--- config.mk ---
export PLATFORM = sky130hd
export DESIGN_NAME = vram_dual_port
export DESIGN_NICKNAME = d
export VERILOG_FILES = /design/src/rtl/vpf_pkg.sv /design/src/rtl/vpf_stepper.sv /design/src/rtl/vpf_arb.sv /design/src/rtl/vram_dual_port.sv
export SDC_FILE = /design/constraint.sdc
export NUM_CORES = 1
export LEC_CHECK = 0
export CAP_MARGIN = 20
export CELL_PAD_IN_SITES_DETAIL_PLACEMENT = 2
export CELL_PAD_IN_SITES_GLOBAL_PLACEMENT = 2
export CORE_ASPECT_RATIO = 1.5
export CORE_MARGIN = 2
export CORE_UTILIZATION = 35
export DETAILED_ROUTE_END_ITERATION = 10
export PLACE_DENSITY_LB_ADDON = 0.1
export REMOVE_ABC_BUFFERS = 1
export SYNTH_ARGS = -nofsm -noshare
export SYNTH_HDL_FRONTEND = slang
export SYNTH_SLANG_ARGS = --single-unit
--- constraint.sdc ---
create_clock -name clk -period 4 [get_ports clk]
set_input_delay 1 -clock clk [delete_from_list [all_inputs] [get_ports clk]]
set_output_delay 1 -clock clk [all_outputs]
set_load 0.05 [all_outputs]
--- src/rtl/vpf_pkg.sv ---
package vpf_pkg;
    localparam int unsigned OFF_LO   = 0;
    localparam int unsigned OFF_MID  = 1;
    localparam int unsigned OFF_HI   = 2;
    localparam int unsigned OFF_DP0  = 3;
    localparam int unsigned OFF_DP1  = 4;
    localparam int unsigned OFF_CTRL = 5;
    localparam int unsigned NPORT    = 2;
endpackage

--- src/rtl/vpf_stepper.sv ---
module vpf_stepper #(
    parameter int unsigned ADDR_W = 17,
    parameter int unsigned CODE_W = 4
) (
    input  logic [ADDR_W-1:0] ptr,
    input  logic [CODE_W-1:0] code,
    input  logic              down,
    output logic [ADDR_W-1:0] nxt
);
    logic [ADDR_W-1:0] amt;
    logic [CODE_W-1:0] shamt;

    always_comb begin
        shamt = code - CODE_W'(1);
        amt   = (code == '0) ? '0 : (ADDR_W'(1) << shamt);
        nxt   = down ? (ptr - amt) : (ptr + amt);
    end
endmodule

--- src/rtl/vpf_arb.sv ---
module vpf_arb (
    input  logic [1:0] pend_wr,
    input  logic [1:0] pend_fetch,
    output logic       pick_v,
    output logic       pick_wr,
    output logic       pick_port
);
    // writes go ahead of fetches so a fetch never reads stale memory
    always_comb begin
        pick_v    = 1'b1;
        pick_wr   = 1'b0;
        pick_port = 1'b0;
        if (pend_wr[0]) begin
            pick_wr = 1'b1;
        end else if (pend_wr[1]) begin
            pick_wr   = 1'b1;
            pick_port = 1'b1;
        end else if (pend_fetch[0]) begin
            pick_port = 1'b0;
        end else if (pend_fetch[1]) begin
            pick_port = 1'b1;
        end else begin
            pick_v = 1'b0;
        end
    end
endmodule

--- src/rtl/vram_dual_port.sv ---
module vram_dual_port #(
    parameter int unsigned ADDR_W = 17,
    parameter int unsigned DATA_W = 8,
    parameter int unsigned OFF_W  = 5,
    parameter int unsigned CODE_W = 4
) (
    input  logic              clk,
    input  logic              rst_n,
    input  logic              host_cs,
    input  logic              host_rd,
    input  logic              host_wr,
    input  logic [OFF_W-1:0]  host_off,
    input  logic [DATA_W-1:0] host_wdata,
    output logic [DATA_W-1:0] host_rdata,
    output logic              mem_req,
    output logic              mem_we,
    output logic [ADDR_W-1:0] mem_addr,
    output logic [DATA_W-1:0] mem_wdata,
    input  logic              mem_gnt,
    input  logic [DATA_W-1:0] mem_rdata
);
    import vpf_pkg::*;

    localparam int unsigned TOP_BIT = ADDR_W - 1;
    localparam int unsigned DEC_BIT = 3;
    localparam int unsigned PAD_W   = DATA_W - CODE_W - 2;

    typedef struct packed {
        logic [NPORT-1:0][ADDR_W-1:0] ptr;
        logic [NPORT-1:0][CODE_W-1:0] code;
        logic [NPORT-1:0]             down;
        logic                         sel;
        logic [NPORT-1:0][DATA_W-1:0] pre;
        logic [NPORT-1:0]             pend_wr;
        logic [NPORT-1:0][ADDR_W-1:0] wr_addr;
        logic [NPORT-1:0][DATA_W-1:0] wr_data;
        logic [NPORT-1:0]             pend_fetch;
        logic                         out_v;
        logic                         out_we;
        logic                         out_port;
        logic [ADDR_W-1:0]            out_addr;
        logic [DATA_W-1:0]            out_data;
        logic                         tag_v;
        logic                         tag_port;
    } state_t;

    state_t state_d, state_q;

    logic [NPORT-1:0][ADDR_W-1:0] step_nxt;
    logic pick_v, pick_wr, pick_port;

    for (genvar g = 0; g < NPORT; g++) begin : g_step
        vpf_stepper #(.ADDR_W(ADDR_W), .CODE_W(CODE_W)) u_step (
            .ptr  (state_q.ptr[g]),
            .code (state_q.code[g]),
            .down (state_q.down[g]),
            .nxt  (step_nxt[g])
        );
    end

    vpf_arb u_arb (
        .pend_wr    (state_q.pend_wr),
        .pend_fetch (state_q.pend_fetch),
        .pick_v     (pick_v),
        .pick_wr    (pick_wr),
        .pick_port  (pick_port)
    );

    logic do_wr, do_rd;
    assign do_wr = host_cs && host_wr;
    assign do_rd = host_cs && host_rd && !host_wr;

    always_comb begin
        state_d = state_q;

        // return path of an earlier read grant
        state_d.tag_v    = state_q.out_v && mem_gnt && !state_q.out_we;
        state_d.tag_port = state_q.out_port;
        if (state_q.tag_v) begin
            state_d.pre[state_q.tag_port] = mem_rdata;
        end

        // refill the request slot when it is empty or just accepted
        if (!state_q.out_v || mem_gnt) begin
            state_d.out_v    = pick_v;
            state_d.out_we   = pick_wr;
            state_d.out_port = pick_port;
            state_d.out_addr = pick_wr ? state_q.wr_addr[pick_port] : state_q.ptr[pick_port];
            state_d.out_data = state_q.wr_data[pick_port];
            if (pick_v && pick_wr) begin
                state_d.pend_wr[pick_port] = 1'b0;
            end else if (pick_v) begin
                state_d.pend_fetch[pick_port] = 1'b0;
            end
        end

        // host side; sets made here win over the clears above
        if (do_wr) begin
            case (host_off)
                OFF_W'(OFF_LO): begin
                    state_d.ptr[state_q.sel][7:0]      = host_wdata;
                    state_d.pend_fetch[state_q.sel]    = 1'b1;
                end
                OFF_W'(OFF_MID): begin
                    state_d.ptr[state_q.sel][15:8]     = host_wdata;
                    state_d.pend_fetch[state_q.sel]    = 1'b1;
                end
                OFF_W'(OFF_HI): begin
                    state_d.ptr[state_q.sel][TOP_BIT]  = host_wdata[0];
                    state_d.down[state_q.sel]          = host_wdata[DEC_BIT];
                    state_d.code[state_q.sel]          = host_wdata[DATA_W-1 -: CODE_W];
                    state_d.pend_fetch[state_q.sel]    = 1'b1;
                end
                OFF_W'(OFF_DP0), OFF_W'(OFF_DP1): begin
                    state_d.pend_wr[host_off[0] ? 0 : 1]    = 1'b1;
                    state_d.wr_addr[host_off[0] ? 0 : 1]    = state_q.ptr[host_off[0] ? 0 : 1];
                    state_d.wr_data[host_off[0] ? 0 : 1]    = host_wdata;
                    state_d.ptr[host_off[0] ? 0 : 1]        = step_nxt[host_off[0] ? 0 : 1];
                    state_d.pend_fetch[host_off[0] ? 0 : 1] = 1'b1;
                end
                OFF_W'(OFF_CTRL): begin
                    state_d.sel = host_wdata[0];
                end
                default: ;
            endcase
        end else if (do_rd && (host_off == OFF_W'(OFF_DP0) || host_off == OFF_W'(OFF_DP1))) begin
            state_d.ptr[host_off[0] ? 0 : 1]        = step_nxt[host_off[0] ? 0 : 1];
            state_d.pend_fetch[host_off[0] ? 0 : 1] = 1'b1;
        end
    end

    always_ff @(posedge clk) begin
        if (!rst_n) begin
            state_q <= '0;
        end else begin
            state_q <= state_d;
        end
    end

    always_comb begin
        host_rdata = '0;
        if (do_rd) begin
            case (host_off)
                OFF_W'(OFF_LO):   host_rdata = state_q.ptr[state_q.sel][7:0];
                OFF_W'(OFF_MID):  host_rdata = state_q.ptr[state_q.sel][15:8];
                OFF_W'(OFF_HI):   host_rdata = {state_q.code[state_q.sel], state_q.down[state_q.sel],
                                                PAD_W'(0), state_q.ptr[state_q.sel][TOP_BIT]};
                OFF_W'(OFF_DP0):  host_rdata = state_q.pre[0];
                OFF_W'(OFF_DP1):  host_rdata = state_q.pre[1];
                OFF_W'(OFF_CTRL): host_rdata = {(DATA_W-1)'(0), state_q.sel};
                default:          host_rdata = '0;
            endcase
        end
    end

    assign mem_req   = state_q.out_v;
    assign mem_we    = state_q.out_we;
    assign mem_addr  = state_q.out_addr;
    assign mem_wdata = state_q.out_data;
endmodule

==> flow_metrics.py <==
metrics = {
    "outcome": {
        "status": "complete, but fails checks",
        "violations": "negative setup slack",
    },
    "finish": {
        "insertedDiodeCount": 0,
        "area_growth_pct": 20.5,
        "finalNetCount": 1406,
        "layout-drive-gt1-share_pct": 13.4,
        "final-instance-count-excl-fill": 1698,
        "design_area_mm2": 0.0116,
    },
    "power": {
        "powerDensity_mw_per_mm2": 293,
        "power.total_mw": 3.40,
        "p_leak_nw": 4.45,
        "ir_worst_vdd_mv": 0.400,
    },
    "sta": {
        "fmax_ghz": 0.250,
        "rsz0062_at_grt": "true",
        "hold_viol": 0,
        "fin_tns_setup_ps": -5.04,
        "skew_ps": 11.3,
        "tightest_slew_ps": 846,
        "period_needed_ps": 4010,
        "setup_ws_ps": -5.04,
        "setup_viol": 1,
        "slew_violations": 0,
        "relSlewSlack_pct": 43.0,
        "period_share_pct": 100,
    },
    "placement": {
        "dpl_cell_area_mm2": 0.0109,
        "dp_cells": 1664,
        "dpl.hpwl_um": 31500,
        "gp_congestion": 0.914,
        "port_buffers": 61,
    },
    "route": {
        "vias": 10063,
        "viasPerCell": 5.93,
        "wl_per_cell_um": 24.6,
        "drtAntennaViolNets": 0,
        "first_pass_iters": 5,
        "wl_um": 41700,
        "drtIter0Drc": 451,
        "drc": 0,
    },
    "floorplanning": {
        "die_w_um": 139,
        "dieArea_mm2": 0.0288,
        "die_h_um": 207,
        "row_count": 74,
        "ioPinCount": 62,
        "core_mm2": 0.0271,
        "initial_core_util_pct": 35.4,
    },
    "global_route": {
        "grt_usage_pct": 29.1,
        "antenna_found_initial": 0,
        "grt_first_pass_wirelength_um": 64200,
        "grt_pass1_vias": 10941,
        "grt_overflow": 0,
        "grt_max_degree": 56,
    },
    "logic_synthesis": {
        "yosysSeqAreaShare_pct": 30.2,
        "async_flop_share_pct": 0,
        "synthCells": 1288,
        "yosys.area.top_type": "dfxtp_1",
        "yosysWarnings": 0,
        "synth.area.top_cells": "dfxtp_1, nand2_1, a21oi_1",
        "syn-cell-area_mm2": 0.00961,
        "netlist.area_leader.share_pct": 30.2,
        "synth-main-ff-cell": "dfxtp_1",
        "ys_ff_latch": 145,
        "ys_types": 75,
        "avgSynthCellArea_um2": 7.46,
        "synth_edf_count": 0,
    },
    "worst_setup_path": {
        "crit_fanout": 5,
        "worst_path_most_repeated_cell": "buf_4",
        "slowest_stage": "clkdlybuf4s50_1",
        "slowest_delay_ps": 530,
        "crit_type": "input pin to primary output",
        "crit_path_cell_trace": "clkdlybuf4s50_1 -> buf_4 -> nor4b_4 -> buf_4 -> a22oi_1 -> a21o_1 -> a31oi_1 -> buf_4 -> buf_12",
        "end_kind": "primary output",
        "cp.arrival_ps": 3010,
        "cp_data_required_time_ps": 3000,
        "crit_path_start_kind": "input pin",
    },
    "clocking": {
        "cts_tree": "built",
        "cts_buffer_depth": 2,
        "clk_latency_ps": 440,
        "clk_pin_slew_ps": 60,
        "cts_htree_levels": 4,
        "numCtsBuffers": 17,
        "clock_sinks": 145,
        "cts_root_buf": "clkbuf_16",
        "ctsHoldBuffers": 0,
    },
    "run": {
        "drv_cap": 0,
    },
    "worst_hold_path": {
        "hp-class": "register to register",
    },
}
==> cells in the mapped netlist, drive strengths merged, types with 6 or more instances <==
cell type and instances:
and2 6, or2 6, clkbuf 75, o21ai 72
o22ai 6, nand2 219, o211ai 13, nor2 124
xnor2 18, mux2i 62, a211oi 30, a31oi 6
nor3 25, a21o 16, and3 6, o21a 11
a22oi 34, nor2b 9, a22o 6, nand4 11
buf 45, or3 6, nand3b 6, nand3 41
inv 21, a21oi 132, ha 34, o221ai 8
dfxtp 145, nand2b 16, xor2 7, a221oi 8
==> critical path, delay by kind of cell <==
kind	cells	cell delay [ps]
AO/OA/AOI/OAI	3	420
buffers and inverters	5	1260
AND/OR/NAND/NOR	1	310
==> layer usage <==
metal	share of wire, %	vias up	global-route usage, %	routed length (µm)
met1	39	5066	31.3	16300
li1	-	4682	-	-
met2	52	217	54.4	21700
met3	3.4	98	4.43	1430
met5	0	-	0	0
met4	5.5	0	15.8	2300
==> final cells by class <==
cell class                 instances  area [µm²]
fill                            3176       15500
inverter                          23        88.8
clock inverter                    10        75.1
tap                              342         428
multi-input combinational       1000        6150
sequential                       145        2900
timing repair buffer             156        1450
clock buffer                      22         484
==> stage by stage <==
stage          setup slack, ps  hold WS, ps  util [%]
6_report                 -5.04          459      42.7
5_1_grt                  -69.2          471      42.7
4_1_cts                   1.47          461      42.3
3_5_place_dp             -45.6          451      40.2
3_3_place_gp              75.2          442      40.2
2_1_floorplan             -168          430         -
==> registers in the layout, indices dropped and copies added, names as in the netlist <==
signal,flops
state_q,117
mem_addr,17
mem_wdata,8
mem_req,1
mem_we,1
state_d,1
==> worst paths after layout <==
path | start | to | slack (ps) | cells after the start
worst max register to register | state_q[104]$_SDFFE_PN0P_ | state_q[127]$_SDFFE_PN0P_ | 260 | 16
worst max-delay path | host_off[4] | host_rdata[5] | -5 | 9
worst min-delay path | state_q[56]$_SDFFE_PN0P_ | state_q[56]$_SDFFE_PN0P_ | 460 | 2
worst min register to register | state_q[56]$_SDFFE_PN0P_ | state_q[56]$_SDFFE_PN0P_ | 460 | 2
==> repair_timing <==
item	4_1_cts	5_1_grt
resized for setup	4	24
setup endpoints to repair	6	20
pin swaps	0	1
gates cloned	0	1
buffers inserted	0	1
==> where the power goes <==
group	switching, mW	total [mW]	internal (mW)
logic	0.239	0.377	0.139
clock network	0.694	1.56	0.862
registers	0.0128	1.47	1.45
==> cell families after synthesis <==
| family | after synthesis | share of synthesized area, % |
|---|---|---|
| simple gates | 489 | 23.0 |
| fa+ha+maj | 36 | 4.84 |
| compound gates | 383 | 25.6 |
| xor+xnor | 25 | 2.28 |
| flops | 145 | 30.2 |
| buf+inv | 143 | 6.98 |
| mux | 67 | 7.04 |
==> placed cells by master (no fill, tap or decap), types with 7 or more instances in the layout <==
cell type	instances
xor2_1	7
buf_12	11
a21o_1	16
nand4_1	11
xnor2_1	18
a21oi_1	127
nand2_1	217
o211ai_1	13
inv_1	19
mux2i_1	62
nor2_1	120
nand3_1	41
nor2b_1	8
clkdlybuf4s50_1	50
a221oi_1	7
a211oi_1	29
nor3_1	19
nand2b_1	15
ha_1	32
a22oi_1	34
o21a_1	11
clkbuf_16	17
o221ai_1	8
dfxtp_1	144
o21ai_0	68
buf_4	90
Note: power is estimated with default switching activity, not from simulation.
